<file path="src/rtl/moesi_pkg.sv">
package moesi_pkg;

    typedef enum logic [2:0] {
        ST_I = 3'd0,
        ST_S = 3'd1,
        ST_E = 3'd2,
        ST_O = 3'd3,
        ST_M = 3'd4
    } line_st_e;

    typedef enum logic [1:0] {
        BUS_NONE = 2'd0,
        BUS_RD   = 2'd1,
        BUS_RDX  = 2'd2,
        BUS_INV  = 2'd3
    } bus_op_e;

    typedef enum logic [1:0] {
        PEND_NONE = 2'd0,
        PEND_RD   = 2'd1,
        PEND_WR   = 2'd2
    } pend_e;

    typedef struct packed {
        line_st_e nxt;
        bus_op_e  bus;
        logic     supply;
        logic     wb;
        logic     shared;
        pend_e    pend;
    } action_t;

    function automatic logic is_valid(line_st_e s);
        return s != ST_I;
    endfunction

    function automatic logic is_dirty(line_st_e s);
        return (s == ST_M) || (s == ST_O);
    endfunction

    function automatic action_t hold_action(line_st_e s);
        action_t a;
        a.nxt    = s;
        a.bus    = BUS_NONE;
        a.supply = 1'b0;
        a.wb     = 1'b0;
        a.shared = 1'b0;
        a.pend   = PEND_NONE;
        return a;
    endfunction

endpackage

</file>
<file path="src/rtl/moesi_cpu_side.sv">
module moesi_cpu_side
    import moesi_pkg::*;
(
    input  line_st_e state,
    input  logic     cpu_valid,
    input  logic     cpu_write,
    input  logic     cpu_hit,
    output logic     act_en,
    output action_t  act
);
    logic miss;

    always_comb begin
        miss   = !cpu_hit || !is_valid(state);
        act    = hold_action(state);
        act_en = cpu_valid;
        if (cpu_valid) begin
            if (miss) begin
                // evict current contents and fetch the requested block
                act.nxt  = ST_I;
                act.bus  = cpu_write ? BUS_RDX : BUS_RD;
                act.wb   = is_dirty(state);
                act.pend = cpu_write ? PEND_WR : PEND_RD;
            end else if (cpu_write) begin
                case (state)
                    ST_E: act.nxt = ST_M;
                    ST_S, ST_O: begin
                        act.nxt = ST_M;
                        act.bus = BUS_INV;
                    end
                    default: act.nxt = state;
                endcase
            end
        end
    end
endmodule

</file>
<file path="src/rtl/moesi_snoop_side.sv">
module moesi_snoop_side
    import moesi_pkg::*;
(
    input  line_st_e   state,
    input  logic       snoop_valid,
    input  logic [1:0] snoop_op,
    input  logic       snoop_hit,
    output logic       act_en,
    output action_t    act
);
    bus_op_e op;

    always_comb begin
        op     = bus_op_e'(snoop_op);
        act    = hold_action(state);
        act_en = snoop_valid && snoop_hit && is_valid(state) && (op != BUS_NONE);
        if (act_en) begin
            act.shared = 1'b1;
            case (op)
                BUS_RD: begin
                    case (state)
                        ST_M: begin
                            act.nxt    = ST_O;
                            act.supply = 1'b1;
                        end
                        ST_O: act.supply = 1'b1;
                        ST_E: act.nxt = ST_S;
                        default: act.nxt = state;
                    endcase
                end
                BUS_RDX: begin
                    act.nxt    = ST_I;
                    act.supply = is_dirty(state);
                end
                BUS_INV: begin
                    act.nxt = ST_I;
                    act.wb  = (state == ST_M);
                end
                default: act.nxt = state;
            endcase
        end
    end
endmodule

</file>
<file path="src/rtl/moesi_fill_tracker.sv">
module moesi_fill_tracker
    import moesi_pkg::*;
(
    input  logic    clk,
    input  logic    rst,
    input  pend_e   start,
    input  logic    fill_valid,
    input  logic    fill_shared,
    output logic    pending,
    output logic    fill_en,
    output action_t fill_act
);
    pend_e pend_q;

    always_ff @(posedge clk) begin
        if (rst)
            pend_q <= PEND_NONE;
        else if (fill_en)
            pend_q <= PEND_NONE;
        else if (start != PEND_NONE)
            pend_q <= start;
    end

    always_comb begin
        pending  = (pend_q != PEND_NONE);
        fill_en  = fill_valid && pending;
        fill_act = hold_action(ST_I);
        if (pend_q == PEND_WR)
            fill_act.nxt = ST_M;
        else if (pend_q == PEND_RD)
            fill_act.nxt = fill_shared ? ST_S : ST_E;
    end
endmodule

</file>
<file path="src/rtl/moesi_line_ctrl.sv">
module moesi_line_ctrl
    import moesi_pkg::*;
(
    input  logic       clk,
    input  logic       rst,
    input  logic       cpu_valid,
    input  logic       cpu_write,
    input  logic       cpu_hit,
    input  logic       snoop_valid,
    input  logic [1:0] snoop_op,
    input  logic       snoop_hit,
    input  logic       fill_valid,
    input  logic       fill_shared,
    output logic [2:0] line_state,
    output logic [2:0] next_state,
    output logic [1:0] bus_req,
    output logic       supply_data,
    output logic       writeback_req,
    output logic       shared_out,
    output logic       fill_pending
);
    line_st_e state_q;
    action_t  cpu_act, snp_act, fill_act, sel;
    logic     cpu_en, snp_en, fill_en, pending;

    moesi_cpu_side u_cpu (
        .state     (state_q),
        .cpu_valid (cpu_valid),
        .cpu_write (cpu_write),
        .cpu_hit   (cpu_hit),
        .act_en    (cpu_en),
        .act       (cpu_act)
    );

    moesi_snoop_side u_snp (
        .state       (state_q),
        .snoop_valid (snoop_valid),
        .snoop_op    (snoop_op),
        .snoop_hit   (snoop_hit),
        .act_en      (snp_en),
        .act         (snp_act)
    );

    moesi_fill_tracker u_fill (
        .clk         (clk),
        .rst         (rst),
        .start       (sel.pend),
        .fill_valid  (fill_valid),
        .fill_shared (fill_shared),
        .pending     (pending),
        .fill_en     (fill_en),
        .fill_act    (fill_act)
    );

    // snoop first, then fill completion, then processor when the bus side is quiet
    always_comb begin
        if (snp_en)
            sel = snp_act;
        else if (fill_en)
            sel = fill_act;
        else if (cpu_en && !pending && !snoop_valid)
            sel = cpu_act;
        else
            sel = hold_action(state_q);
    end

    always_ff @(posedge clk) begin
        if (rst)
            state_q <= ST_I;
        else
            state_q <= sel.nxt;
    end

    assign line_state    = state_q;
    assign next_state    = sel.nxt;
    assign bus_req       = sel.bus;
    assign supply_data   = sel.supply;
    assign writeback_req = sel.wb;
    assign shared_out    = sel.shared;
    assign fill_pending  = pending;
endmodule

</file>
<file path="config.mk">
export PLATFORM = sky130hd
export DESIGN_NAME = moesi_line_ctrl
export DESIGN_NICKNAME = d
export VERILOG_FILES = /design/src/rtl/moesi_pkg.sv /design/src/rtl/moesi_cpu_side.sv /design/src/rtl/moesi_snoop_side.sv /design/src/rtl/moesi_fill_tracker.sv /design/src/rtl/moesi_line_ctrl.sv
export SDC_FILE = /design/constraint.sdc
export NUM_CORES = 1
export LEC_CHECK = 0
export BUFFER_PORTS_ARGS = -buffer_cell sky130_fd_sc_hd__buf_4
export CORE_AREA = 2 2 39 41
export DETAILED_ROUTE_END_ITERATION = 16
export DIE_AREA = 0 0 41 43
export GPL_ROUTABILITY_DRIVEN = 0
export PLACE_DENSITY = 0.79
export SYNTH_ARGS = -nofsm -noshare
export SYNTH_HDL_FRONTEND = slang
export SYNTH_SLANG_ARGS = --single-unit
</file>
<file path="constraint.sdc">
create_clock -name clk -period 2.9 [get_ports clk]
set_clock_uncertainty 0.2 [all_clocks]
set_input_delay 0.29 -clock clk [delete_from_list [all_inputs] [get_ports clk]]
set_output_delay 0.29 -clock clk [all_outputs]
set_load 0.1 [all_outputs]
</file>
==> results.md, run 1 <==
* Leak at 0.355 nW
* Final setup violation count at 0
* Longest Clk Path Bufs at 2
* #FFs+latches synth at 5
* Min cycle time layout at ~2600 ps
* Share of layout cells above drive strength 1 at 0.348
* Setup crit end kind: output port
* Die Y at between 40 and 50 µm
* Crit Reg-Reg Endpoint: line_state[0]
* Critical path depth at 5
* Tcrit/Tclk final at 0.895
* # Post-CTS Setup Buffers at 0
* Clock power share at 0.295
* Post-synth EDFFs at 0
* Async set or reset register ratio after synthesis at 0
* RR Startpoint: line_state[2]
* Cells after Synth at 75
* Worst hold path class: in -> reg
* Sequential power share at 0.296
* YS warnings at 0
* Worst-Margin Slew at 644 ps
* Peak VDD IR at around 0.30 mV
* Crit path max fanout at 13
* Routed len/inst at 13.2 µm
* Clk pin slew, worst setup/hold paths at approximately 40 ps
* Gr usage total at 0.185
* Vias at 616
* Iteration-0 DRC Markers at 9
* Fin. Hold Viols at 0
* Dpl ws at 600 ps
* CTS root buffer: clkbuf_4
* Area delta synth->final at 27.9%
* Reg2Reg Depth at 4
* Nets at 108
* Die width at 41 µm
* Worst path cell trace: o31ai_1, o21ai_1, a221oi_1, nor2_1, buf_4
* TritonCTS clock tree: yes
* CTS sink cnt at 5
* Cell-internal power at 158 µW
* Post-route cell area at 739 µm²
* Comb power frac at 0.410
* Post-Route WL at 1420 µm
* CP max stage delay at approximately 600 ps
* Switch share at 0.404
* DP Area at 713 µm²
* PostCTS Resize Cnt at 0
* Unrepaired setup endpoints after global routing: false
* Critical Path Slowest Stage Cell: o31ai_1
* Htree depth at 1
* DRC viols at 0
* Drt pass-1 iters at 4
* Core area at 0.00138 mm²
* Crit path kind: reg -> out
* GRT Residual Overflow at 0
* Detail Route Antenna Nets at 0
* Antenna violations before repair at 0
* CP delay by family, top: compound AO/OA/AOI/OAI gates
* Max cap viols at 0
* Share of the synthesized area in the top cell type at 0.173
* Antenna cells at 0
* Sequential element share of the synthesized area at 0.173
* CTS buffer count at 3
* Power Total at 265 µW
* Initial core utilization at 0.418
* P_sw at 107 µW
* IO Pins at 23
* Fmax at 385 MHz
* Worst Path Arrival at 2110 ps
* CTS Hold Buffers Added at 0
* Vias in the first global route at 530
* Top cell type by total area after synthesis: dfxtp_1
* Synthesized cell area at 578 µm²
* Clk_lat worst skew at roughly 240 ps
* Hold path cells at 2
* CP required at around 2400 ps
* Dpl hpwl at between 1000 and 1500 µm
* Slew Limit Fails at 0
* Die ar. at 0.00176 mm²
* Critical path endpoint: next_state[0]
* Startpoint types: register
* PwrDens at ~360 mW/mm²
* Worst slew margin at 0.567
* CP Buf/Inv Count at 1
* R2R Setup Slk at 960 ps
* Post-Syn Nets at 90
* Outcome: complete, no violations
* Post-synthesis cell type count at 35
* Row count at 14
* Vias per inst at 5.70
* Dominant cells by area after synthesis: dfxtp_1, ha_1, buf_4
* Global-route wire length before repair at 2190 µm
* Main flop type after synthesis: dfxtp_1
* Port Buffers at 22
* Mean Syn Cell Area at 7.71 µm²
* Worst setup margin at around 300 ps
* Largest net degree at the start of global routing at 14
* Min Hold Slack at 50.8 ps
* Critical path origin: line_state[2]
-- power by group through the flow --
stage / Sequential (mW) / Clock, mW / Combinational, mW
after detailed placement: 0.0791 / 0 / 0.108
after CTS: 0.0780 / 0.0826 / 0.109
final: 0.0783 / 0.0780 / 0.108
after floorplan: 0.0834 / 0 / 0.0780
after global placement: 0.0786 / 0 / 0.106
after global routing: 0.0785 / 0.0923 / 0.115
-- worst min path at each step --
stage / endpoint / slack (ps) / startpoint
2_1_floorplan: line_state[2] / 150 / rst
3_3_place_gp: line_state[2] / 290 / rst
3_5_place_dp: line_state[2] / 290 / rst
4_1_cts: line_state[2] / 40 / rst
5_1_grt: line_state[2] / 30 / rst
6_report: line_state[2] / 50 / rst
-- kinds of logic (layout without fill, tap and decap cells) --
logic type      count (synthesis)  after routing  synth area share
buf+inv                        14             31             0.139
simple gates                   29             29             0.312
mux                             1              1            0.0173
xor+xnor                        1              1            0.0152
flops                           5              5             0.173
compound gates                 21             21             0.258
fa+ha+maj                       4              4            0.0866
-- cell usage after synthesis, drive strengths merged, types with 2 or more instances --
| master | n |
|---|---|
| nand2 | 6 |
| inv | 5 |
| a31oi | 2 |
| or2 | 2 |
| o32a | 2 |
| nor3 | 5 |
| nand4b | 2 |
| nor4b | 2 |
| dfxtp | 5 |
| and3b | 2 |
| ha | 4 |
| nor2 | 3 |
| nor2b | 3 |
| a21oi | 8 |
| buf | 7 |
| o21ai | 2 |
| clkbuf | 2 |
-- routing by layer --
layer  wire (µm)  GRT usage  vias to the layer above
li1            -          -                      305
met1         598      0.232                      289
met2         727      0.284                       22
met5           0          0                        -
met3          96     0.0942                        0
met4           0     0.0200                        0
-- sequential cells by signal, summed over array words and instances (netlist names) --
signal / cells
u_fill.pend_q: 2
line_state: 3
-- per-stage QoR --
stage / TNS (ps) / cells / util
after floorplan: -297 / 75 / -
after global placement: 0 / 104 / 0.515
final: 0 / 108 / 0.534
after detailed placement: 0 / 104 / 0.515
after CTS: 0 / 108 / 0.534
after global routing: 0 / 108 / 0.534
-- final cells by class --
cell class / instances / area, µm²
tap: 16 / 20.0
fill: 151 / 644
multi-input combinational: 56 / 409
clock buffer: 4 / 26.3
inverter: 5 / 18.8
timing repair buffer: 22 / 165
sequential: 5 / 100
-- cells in the final DEF, fill, tap and decap left out, drive strengths merged, types with 2 or more instances in the layout --
cell type	Yosys	routed
buf	7	22
a21oi	8	8
nand2	6	6
inv	5	5
dfxtp	5	5
nor3	5	5
ha	4	4
clkbuf	2	4
nor2b	3	3
nor2	3	3
and3b	2	2
or2	2	2
nand4b	2	2
o32a	2	2
a31oi	2	2
nor4b	2	2
o21ai	2	2
-- worst reg2reg max path, stage by stage, from the launching register on --
cell and delay (ps):
dfxtp_1 430, o31ai_1 600, o21ai_1 180, a221oi_1 340, nor3_1 70
(Power assumes the default switching activity.)
==> run 2: changes to the inputs <==
--- a/config.mk
+++ b/config.mk
@@ -7,9 +7,10 @@
 export LEC_CHECK = 0
 export BUFFER_PORTS_ARGS = -buffer_cell sky130_fd_sc_hd__buf_4
-export CORE_AREA = 2 2 39 41
+export CELL_PAD_IN_SITES_DETAIL_PLACEMENT = 1
+export CELL_PAD_IN_SITES_GLOBAL_PLACEMENT = 1
+export CORE_UTILIZATION = 35
 export DETAILED_ROUTE_END_ITERATION = 16
-export DIE_AREA = 0 0 41 43
 export GPL_ROUTABILITY_DRIVEN = 0
-export PLACE_DENSITY = 0.79
+export PLACE_DENSITY = 0.88
 export SYNTH_ARGS = -nofsm -noshare
 export SYNTH_HDL_FRONTEND = slang
==> constraint.sdc (replaced) <==
create_clock -name clk -period 2.9 [get_ports clk]
set_clock_uncertainty 0.2 [all_clocks]
set_input_delay 0.435 -clock clk [delete_from_list [all_inputs] [get_ports clk]]
set_output_delay 0.435 -clock clk [all_outputs]
set_load 0.1 [all_outputs]
==> run 2 against run 1 <==
  * Combinational power rose by 4%
  * Largest power group unchanged
  * Cell count rose by 0.93%
  * Global-route usage rose by 1.1 points
==> results.md, run 2 (synthesis results as in run 1) <==
* Vias in the first global route at 587 (+11%)
* Detail Route Antenna Nets at 0 (unchanged)
* Worst hold path class: in -> reg
* Drt pass-1 iters at 4 (unchanged)
* CP required at 2270 ps (-140 ps)
* Clk_lat worst skew at 250 ps (about the same)
* Iteration-0 DRC Markers at 4 (-5)
* Min cycle time layout at 2660 ps (+60.3 ps)
* Antenna cells at 0 (unchanged)
* Fillers at 200 (+32%)
* Critical path depth at 8 (+3)
* Longest Clk Path Bufs at 2 (unchanged)
* Initial core utilization at 0.379 (-0.0384)
* Routed len/inst at 14.3 µm (+8.4%)
* Htree depth at 1 (unchanged)
* Worst slew margin at 0.704 (+0.137)
* Port Buffers at 22 (unchanged)
* Worst Path Arrival at 2020 ps (-90 ps)
* Peak VDD IR at 0.216 mV (-28%)
* Critical path origin: snoop_op[0]
* PwrDens at 362 mW/mm² (+1.2%)
* Die Y at 42.6 µm (-0.84%)
* Vias per inst at 5.53 (-3.0%)
* Critical Path Slowest Stage Cell: and3b_1
* Outcome: complete, no violations
* CTS buffer count at 3 (unchanged)
* Startpoint types: input port
* DRC viols at 0 (unchanged)
* Most common cell on crit path: buf_4
* Setup crit end kind: output port
* Unrepaired setup endpoints after global routing: false
* Max cap viols at 0 (unchanged)
* Die width at 42.6 µm (+4.0%)
* Gr usage total at 0.195 (+0.0105)
* Slew Limit Fails at 0 (unchanged)
* Post-Route WL at 1560 µm (+9.4%)
* Vias at 603 (-2.1%)
* CTS Hold Buffers Added at 0 (unchanged)
* RR Startpoint: line_state[2]
* Nets at 109 (+0.93%)
* Largest net degree at the start of global routing at 14 (unchanged)
* Critical path endpoint: next_state[0]
* Min Hold Slack at 188 ps (+137 ps)
* Crit path max fanout at 8 (-5)
* CP delay by family, top: compound AO/OA/AOI/OAI gates
* Reg2Reg Depth at 4 (unchanged)
* Final setup violation count at 0 (unchanged)
* Global-route wire length before repair at 2680 µm (+22%)
* Row count at 14 (unchanged)
* Largest register FFs at 3 (unchanged)
* CP max stage delay at 370 ps (-230 ps)
* R2R Setup Slk at 1110 ps (+150 ps)
* Crit Reg-Reg Endpoint: line_state[2]
* Hold path cells at 2 (unchanged)
* Worst path cell trace: buf_4, inv_1, ha_1, and3b_1, a21oi_1, a221oi_1, nor2_1, buf_4
* Share of layout cells above drive strength 1 at 0.366 (+0.0178)
* CTS sink cnt at 5 (unchanged)
* Hold Startpoint: rst
* Power Total at 273 µW (+3.0%)
* Commonest non-fill, non-tap cell in the layout: buf_4
* Antenna violations before repair at 0 (unchanged)
* Worst-Margin Slew at 444 ps (-200 ps)
* IO Pins at 23 (unchanged)
* Core area at 0.00152 mm² (+10%)
* Tcrit/Tclk final at 0.916 (+0.0208)
* Fmax at 376 MHz (-2.3%)
* Most frequent cells in the layout: buf_4, a21oi_1, nand2_1, inv_1, dfxtp_1
* Die ar. at 0.00182 mm² (+3.1%)
* Area delta synth->final at 30.1%
* TritonCTS clock tree: yes
* GRT Residual Overflow at 0 (unchanged)
* CTS root buffer: clkbuf_4
* Leak at 0.358 nW (+0.79%)
* Crit path kind: in -> out
* Clk pin slew, worst setup/hold paths at 40 ps (about the same)
* Fin. Hold Viols at 0 (unchanged)
* Dpl hpwl at 1270 µm (+14%)
* CP Buf/Inv Count at 3 (+2)
-- run 2: changes by cell type in the layout (fill, tap and decap cells not counted) --
cell | before | now
o31ai_1 | 1 | 0
o31ai_2 | 0 | 1
buf_4 | 22 | 23
-- run 2: worst min path at each step --
stage                             endpoint  slack, ps
final                        line_state[2]        190
after global routing         line_state[2]        180
after CTS                    line_state[2]        180
after detailed placement  u_fill.pend_q[0]        420
after global placement    u_fill.pend_q[1]        390
after floorplan              line_state[2]        300
-- run 2: final cells by class --
cell class,count,area [µm²],share of cell area
flip-flops and latches,5,100,0.133
repair buffers,23,173,0.230
clock buffers,4,26.3,0.0349
inverters,5,18.8,0.0250
multi-input cells,56,414,0.551
well taps,16,20.0,0.0266
-- run 2: per-layer routing --
metal / global-route usage / vias to the layer above / share of wire / wire length (µm)
met5: 0 / - / 0 / 0
met4: 0.0375 / 0 / 0 / 0
met3: 0.0819 / 0 / 0.051 / 79
met2: 0.315 / 15 / 0.50 / 773
met1: 0.242 / 284 / 0.45 / 703
li1: - / 304 / - / -
-- run 2: metrics by stage --
step	TNS, ps	utilization	cells	instance area [µm²]	worst slack [ps]
floorplan	-442	-	75	589	-442
global placement	0	0.473	105	721	354
detailed placement	0	0.473	105	721	241
CTS	0	0.490	109	747	135
global route	0	0.493	109	752	107
finish	0	0.493	109	752	244
-- run 2: report_power, final --
group	internal [mW]	switching [mW]	total, mW
Sequential	0.0717	0.00622	0.0780
Combinational	0.0355	0.0760	0.112
Clock	0.0522	0.0309	0.0831
-- run 2: worst register-to-register path, stage by stage, from the launching register on --
cell and delay, ps:
dfxtp_1 440, or3_4 420, a21bo_1 220, o32a_1 320, a21oi_2 130
-- run 2: timing repair --
item                                    4_1_cts  5_1_grt
setup buffers                                 0        0
endpoints found under the setup margin        0        1
resized for setup                             0        1
